`src/rtl/pm_agg_pkg.sv`:
```
package pm_agg_pkg;
  localparam logic [2:0] A_CTRL = 3'd0;
  localparam logic [2:0] A_STS  = 3'd1;
  localparam logic [2:0] A_EN   = 3'd2;
  localparam logic [2:0] A_GSTS = 3'd3;
  localparam logic [2:0] A_GEN  = 3'd4;

  localparam int C_SCI  = 0;
  localparam int C_GBL  = 1;
  localparam int C_EOS  = 2;
  localparam int C_WP   = 3;
  localparam int C_APIC = 4;
  localparam int C_RT   = 8;

  localparam int EVT_APM   = 0;
  localparam int EVT_TMR   = 1;
  localparam int EVT_FW    = 2;
  localparam int EVT_PWR   = 3;
  localparam int EVT_FIXED = 4;

  localparam int GPI_SRC   = 16;
  localparam int SCI_LINES = 7;
  localparam int LOW_LINES = 3;
  localparam logic [15:0] APM_PORT = 16'h00B2;

  typedef struct packed {
    logic [2:0] route;
    logic       apic;
    logic       wp;
    logic       gbl;
    logic       sci;
  } ctrl_t;
endpackage

```
`src/rtl/pm_sticky_bank.sv`:
```
module pm_sticky_bank #(
  parameter int W = 8
) (
  input  logic         clk,
  input  logic         rst,
  input  logic [W-1:0] set_i,
  input  logic         clr_we,
  input  logic [W-1:0] clr_mask,
  output logic [W-1:0] sts
);
  logic [W-1:0] clr_eff;
  assign clr_eff = clr_we ? clr_mask : '0;

  always_ff @(posedge clk) begin
    if (rst) sts <= '0;
    else     sts <= (sts & ~clr_eff) | set_i;
  end
endmodule

```
`src/rtl/pm_swsmi_timer.sv`:
```
module pm_swsmi_timer #(
  parameter int TICKS = 8_000_000
) (
  input  logic clk,
  input  logic rst,
  input  logic run,
  output logic hit
);
  localparam int CW = (TICKS > 2) ? $clog2(TICKS) : 1;
  localparam logic [CW-1:0] LAST = CW'(TICKS - 1);
  logic [CW-1:0] cnt;

  always_ff @(posedge clk) begin
    if (rst || !run) begin
      cnt <= '0;
      hit <= 1'b0;
    end else if (cnt == LAST) begin
      cnt <= '0;
      hit <= 1'b1;
    end else begin
      cnt <= cnt + 1'b1;
      hit <= 1'b0;
    end
  end
endmodule

```
`src/rtl/pm_sci_router.sv`:
```
module pm_sci_router #(
  parameter int LINES = 7,
  parameter int LOW   = 3
) (
  input  logic             active,
  input  logic [2:0]       route,
  input  logic             apic,
  output logic [LINES-1:0] line
);
  for (genvar i = 0; i < LINES; i++) begin : g_line
    if (i < LOW) begin : g_low
      assign line[i] = active && (route == 3'(i));
    end else begin : g_high
      assign line[i] = active && apic && (route == 3'(i));
    end
  end
endmodule

```
`src/rtl/pm_event_agg.sv`:
```
module pm_event_agg
  import pm_agg_pkg::*;
#(
  parameter int NUM_EXT   = 8,
  parameter int GPI_W     = 32,
  parameter int TMR_TICKS = 8_000_000
) (
  input  logic                 clk,
  input  logic                 rst,
  input  logic                 reg_wr,
  input  logic [2:0]           reg_addr,
  input  logic [31:0]          reg_wdata,
  output logic [31:0]          reg_rdata,
  input  logic                 io_wr,
  input  logic [15:0]          io_addr,
  input  logic                 fw_wr,
  input  logic                 pwrbtn_ovr,
  input  logic [NUM_EXT-1:0]   ext_evt,
  input  logic [GPI_W-1:0]     gpi_evt,
  output logic                 smi_out,
  output logic                 sci_out,
  output logic [SCI_LINES-1:0] sci_line
);
  localparam int EV_W = EVT_FIXED + NUM_EXT;
  localparam int GU   = (GPI_W < GPI_SRC) ? GPI_W : GPI_SRC;

  ctrl_t          ctrl;
  logic [EV_W-1:0] ev_sts, ev_en, ev_set;
  logic [GU-1:0]   g_sts, g_en;
  logic            tmr_hit, pend, eos_wr, in_smi, wr_ctrl;
  logic [SCI_LINES-1:0] line_d;
  logic            unused_bits;

  assign unused_bits = ^{reg_wdata, gpi_evt};
  assign wr_ctrl = reg_wr && (reg_addr == A_CTRL);
  assign eos_wr  = wr_ctrl && reg_wdata[C_EOS];

  always_ff @(posedge clk) begin
    if (rst) begin
      ctrl <= '0;
      ev_en <= '0;
      g_en  <= '0;
    end else if (reg_wr) begin
      case (reg_addr)
        A_CTRL: ctrl <= '{route: reg_wdata[C_RT+2:C_RT], apic: reg_wdata[C_APIC],
                          wp: reg_wdata[C_WP], gbl: reg_wdata[C_GBL], sci: reg_wdata[C_SCI]};
        A_EN:   ev_en <= reg_wdata[EV_W-1:0];
        A_GEN:  g_en  <= reg_wdata[GU-1:0];
        default: ;
      endcase
    end
  end

  pm_swsmi_timer #(.TICKS(TMR_TICKS)) u_tmr (
    .clk(clk), .rst(rst), .run(ev_en[EVT_TMR]), .hit(tmr_hit)
  );

  always_comb begin
    ev_set = '0;
    ev_set[EVT_APM] = io_wr && (io_addr == APM_PORT);
    ev_set[EVT_TMR] = tmr_hit;
    ev_set[EVT_FW]  = fw_wr && ctrl.wp;
    ev_set[EVT_PWR] = pwrbtn_ovr;
    ev_set[EV_W-1:EVT_FIXED] = ext_evt;
  end

  pm_sticky_bank #(.W(EV_W)) u_ev (
    .clk(clk), .rst(rst), .set_i(ev_set),
    .clr_we(reg_wr && (reg_addr == A_STS)), .clr_mask(reg_wdata[EV_W-1:0]), .sts(ev_sts)
  );

  pm_sticky_bank #(.W(GU)) u_gpi (
    .clk(clk), .rst(rst), .set_i(gpi_evt[GU-1:0]),
    .clr_we(reg_wr && (reg_addr == A_GSTS)), .clr_mask(reg_wdata[GU-1:0]), .sts(g_sts)
  );

  assign pend = (|(ev_sts & ev_en)) || (|(g_sts & g_en));

  always_ff @(posedge clk) begin
    if (rst)                                          in_smi <= 1'b0;
    else if (eos_wr)                                  in_smi <= 1'b0;
    else if (!in_smi && pend && ctrl.gbl && !ctrl.sci) in_smi <= 1'b1;
  end
  assign smi_out = in_smi;

  pm_sci_router #(.LINES(SCI_LINES), .LOW(LOW_LINES)) u_rt (
    .active(ctrl.sci && pend), .route(ctrl.route), .apic(ctrl.apic), .line(line_d)
  );

  always_ff @(posedge clk) begin
    if (rst) begin
      sci_out  <= 1'b0;
      sci_line <= '0;
    end else begin
      sci_out  <= ctrl.sci && pend;
      sci_line <= line_d;
    end
  end

  always_ff @(posedge clk) begin
    if (rst) reg_rdata <= '0;
    else begin
      case (reg_addr)
        A_CTRL: reg_rdata <= 32'({ctrl.route, 3'b000, ctrl.apic, ctrl.wp, 1'b0, ctrl.gbl, ctrl.sci});
        A_STS:  reg_rdata <= 32'(ev_sts);
        A_EN:   reg_rdata <= 32'(ev_en);
        A_GSTS: reg_rdata <= 32'(g_sts);
        A_GEN:  reg_rdata <= 32'(g_en);
        default: reg_rdata <= '0;
      endcase
    end
  end
endmodule

```
`config.mk`:
```
export PLATFORM = sky130hd
export DESIGN_NAME = pm_event_agg
export DESIGN_NICKNAME = d
export VERILOG_FILES = /design/src/rtl/pm_agg_pkg.sv /design/src/rtl/pm_sticky_bank.sv /design/src/rtl/pm_swsmi_timer.sv /design/src/rtl/pm_sci_router.sv /design/src/rtl/pm_event_agg.sv
export SDC_FILE = /design/constraint.sdc
export NUM_CORES = 1
export LEC_CHECK = 0
export BUFFER_PORTS_ARGS = -buffer_cell sky130_fd_sc_hd__buf_4
export CAP_MARGIN = 5
export CORE_UTILIZATION = 50
export CTS_BUF_LIST = sky130_fd_sc_hd__clkbuf_16
export DETAILED_ROUTE_END_ITERATION = 12
export GPL_TIMING_DRIVEN = 1
export PLACE_DENSITY = 0.84
export SLEW_MARGIN = 25
export SYNTH_ARGS = -nofsm -noshare
export SYNTH_HDL_FRONTEND = slang
export SYNTH_HIERARCHICAL = 1
export SYNTH_SLANG_ARGS = --single-unit
```
`constraint.sdc`:
```
create_clock -name clk -period 3.3 [get_ports clk]
set_input_delay 0.495 -clock clk [delete_from_list [all_inputs] [get_ports clk]]
set_output_delay 0.495 -clock clk [all_outputs]
set_load 0.01 [all_outputs]
```
==> results.ini <==
[outcome]
status = complete, no violations

[cells_and_area]
antenna_cells = 0
drive_gt1_share_pct = 23.9
area_delta_synth_final_pct = 17.9
design_area_mm2 = 0.00598
layout.nets = 738
fillers = 840

[routing]
drc = 0
num_vias = 4458
wl_met1_um = 5000
drt-total-wl_um = 12700
antenna_left = 0
via_per_inst = 5.73
dr_wl_met3_um = 1040
drtIter0Drc = 356
avgRoutedWirePerCell_um = 16.3
route.top_layer_used = met4
wl_met2_um = 6270
firstDrtPassIters = 7

[min_path]
holdPathStages = 2
worstHoldPathType = in -> reg

[synthesis]
synth_flop_cell = dfxtp_1
syn_inst = 563
synth_top_area_share_pct = 44.2
synth_area_leader_cell = dfxtp_1
synth-seq-area-share_pct = 44.2
synth_edf_count = 0
yosysWarnings = 6
synthDistinctLibCells = 56
ys_ff_latch = 112
synthArstFlopShare_pct = 0
synth_area_leaders = dfxtp_1 (44%), a311oi_2 (5.9%), nand2_1 (5.4%)
netlist_area_mm2 = 0.00508
syn_area_per_cell_um2 = 9.02

[grt]
grt_pass1_vias = 4218
grt.total_usage_pct = 25.1
grt_max_degree = 50
grt_pass1_wl_um = 20300
grt_overflow = 0
antenna_found_initial = 0

[critical_path]
cp.depth = 5
worstPathArrival_ns = 2.38
cp-start-kind = flip-flop
worstSetupEndpointType = flip-flop
crit_type = reg -> reg
cp_slowest_cell = or4_1
rr_worst_depth = 5
required_ns = 3.59
crit_path_cell_trace = ha_1 > nand3_1 > or4_1 > or4_1 > a21oi_1
path_max_fanout = 9
cp_num_buf_inv = 0
crit_path_frequent_cell = or4_1
path_delay_family = simple AND/OR/NAND/NOR gates
critPathMaxStageDelay_ns = 0.69

[timing]
final_max_slew_viol_count = 0
setup_violations = 0
period_share_pct = 63.5
rsz0062_at_grt = false
worst_slew_pin_slew_ns = 1.05
timing.final.crit_period_ns = 2.10
fmax_mhz = 477
maxSlewHeadroom_pct = 29.3
finalWorstSetupSlack_ns = 1.20
finClkSkew_ns = 0.00799
setup_tns_ns = 0
finalHoldViolations = 0

[pwr]
ir_drop_mv = 0.244
p_per_area_mw_per_mm2 = 446
p_leak_nw = 2.27

[die]
start_util_pct = 51.7
ios = 138
core_mm2 = 0.00982
num_rows = 36
dieArea_mm2 = 0.0106
die_x_um = 103
die_y_um = 103

[placed_design]
port_buffers = 89
dp_worst_setup_slack_ns = 0.997
gp_congestion = 0.863
dpl_cell_area_mm2 = 0.00571
dpl.hpwl_um = 8910

[flow_run]
drv_cap = 0

[clock_network]
clk_pin_slew_worst_paths_ns = 0.07
cts_setup_buffers = 0
cts_tree = built
insertion_delay_ns = 0.35
clk_path_buf_depth = 2
ctsResizeCount = 0
root_buffer = clkbuf_16
clkSinkCount = 112
numCtsBuffers = 9
htreeDepth = 3
ctsHoldBuffers = 0

## cell usage in the layout (no fill, tap or decap), types with 6 or more instances in the layout
master,n
dfxtp_1,112
buf_4,95
nand2_1,73
nor2_1,64
a21oi_1,43
inv_1,31
a22oi_1,27
a311oi_2,20
conb_1,16
nand3_1,11
nor2b_1,11
a311oi_1,9
clkbuf_16,9
o21ai_0,8
a22o_1,7
mux2_2,7
xor2_1,7
mux2i_1,6
nand4_1,6
## per-layer routing
metal	vias to the layer above	global-route usage (%)
li1	2124	-
met3	30	4.00
met1	2097	29.9
met5	-	0
met4	0	12.6
met2	207	43.7
## registers in the layout, summed over array words and instances, names as in the netlist
register and flops:
u_tmr/cnt 23, g_en 16, reg_rdata 16, ev_en 12, ctrl 7, smi_out 1, u_tmr/hit 1, u_gpi/sts 16
sci_out 1, u_ev/sts 12, sci_line 7
## worst reg2reg max path, stage by stage, from the launching register on
cell and delay (ns):
dfxtp_1 0.35, ha_1 0.24, nand3_1 0.17, or4_1 0.69, or4_1 0.45, a21oi_1 0.14
## stage by stage
step	hold slack [ns]	utilization, %	cells	power, mW
floorplan	0.413	-	578	1.59
detailed placement	0.433	58.2	762	1.69
CTS	0.341	60.9	778	2.68
global placement	0.423	58.2	762	1.68
finish	0.351	60.9	778	2.67
global route	0.348	60.9	778	2.76
## worst paths after layout
kind,startpoint,to,slack (ns)
max reg2reg,u_tmr/cnt[0],u_tmr/cnt[22],1.20
min,reg_wdata[12],u_gpi/sts[12],0.35
max,u_tmr/cnt[0],u_tmr/cnt[22],1.20
min reg2reg,u_tmr/cnt[0],u_tmr/cnt[0],0.44
## final cells by class
type / instances / area [µm²] / share of cell area, %
Tap cell: 133 / 166 / 2.78
Sequential cell: 112 / 2240 / 37.5
Timing Repair Buffer: 95 / 713 / 11.9
Multi-Input combinational cell: 391 / 2470 / 41.3
Clock buffer: 9 / 225 / 3.76
Clock inverter: 7 / 47.5 / 0.795
Inverter: 31 / 116 / 1.94
## Yosys cell counts, drive strengths merged (3+ instances only)
| master | n |
|---|---|
| nor4 | 4 |
| nor3 | 7 |
| nand3 | 11 |
| o31ai | 3 |
| nor2 | 64 |
| a21oi | 47 |
| and3 | 6 |
| a22oi | 27 |
| a311oi | 29 |
| and4 | 4 |
| a22o | 7 |
| clkbuf | 9 |
| nand2b | 5 |
| nand2 | 73 |
| or4 | 5 |
| mux2 | 7 |
| dfxtp | 112 |
| nand4 | 7 |
| and2 | 4 |
| a222oi | 3 |
| xnor2 | 5 |
| o21ai | 8 |
| buf | 34 |
| mux2i | 6 |
| xor2 | 7 |
| inv | 31 |
| nor2b | 11 |
| a221oi | 4 |
| or3 | 5 |
## kinds of logic after synthesis
group,count (synthesis),synth area share (%)
AND/OR/NAND/NOR,217,21.3
XOR/XNOR,12,2.07
AO/OA/AOI/OAI,132,20.8
adder cells (fa/ha/maj),1,0.246
flip-flops,112,44.2
other,1,0.0739
multiplexers,13,2.74
buffers and inverters,75,8.65
## report_power, final
group	switching (mW)	internal, mW	total, mW
logic	0.133	0.112	0.244
registers	0.0321	1.39	1.42
clock network	0.496	0.512	1.01
total	0.660	2.01	2.67
(Power assumes the default switching activity.)
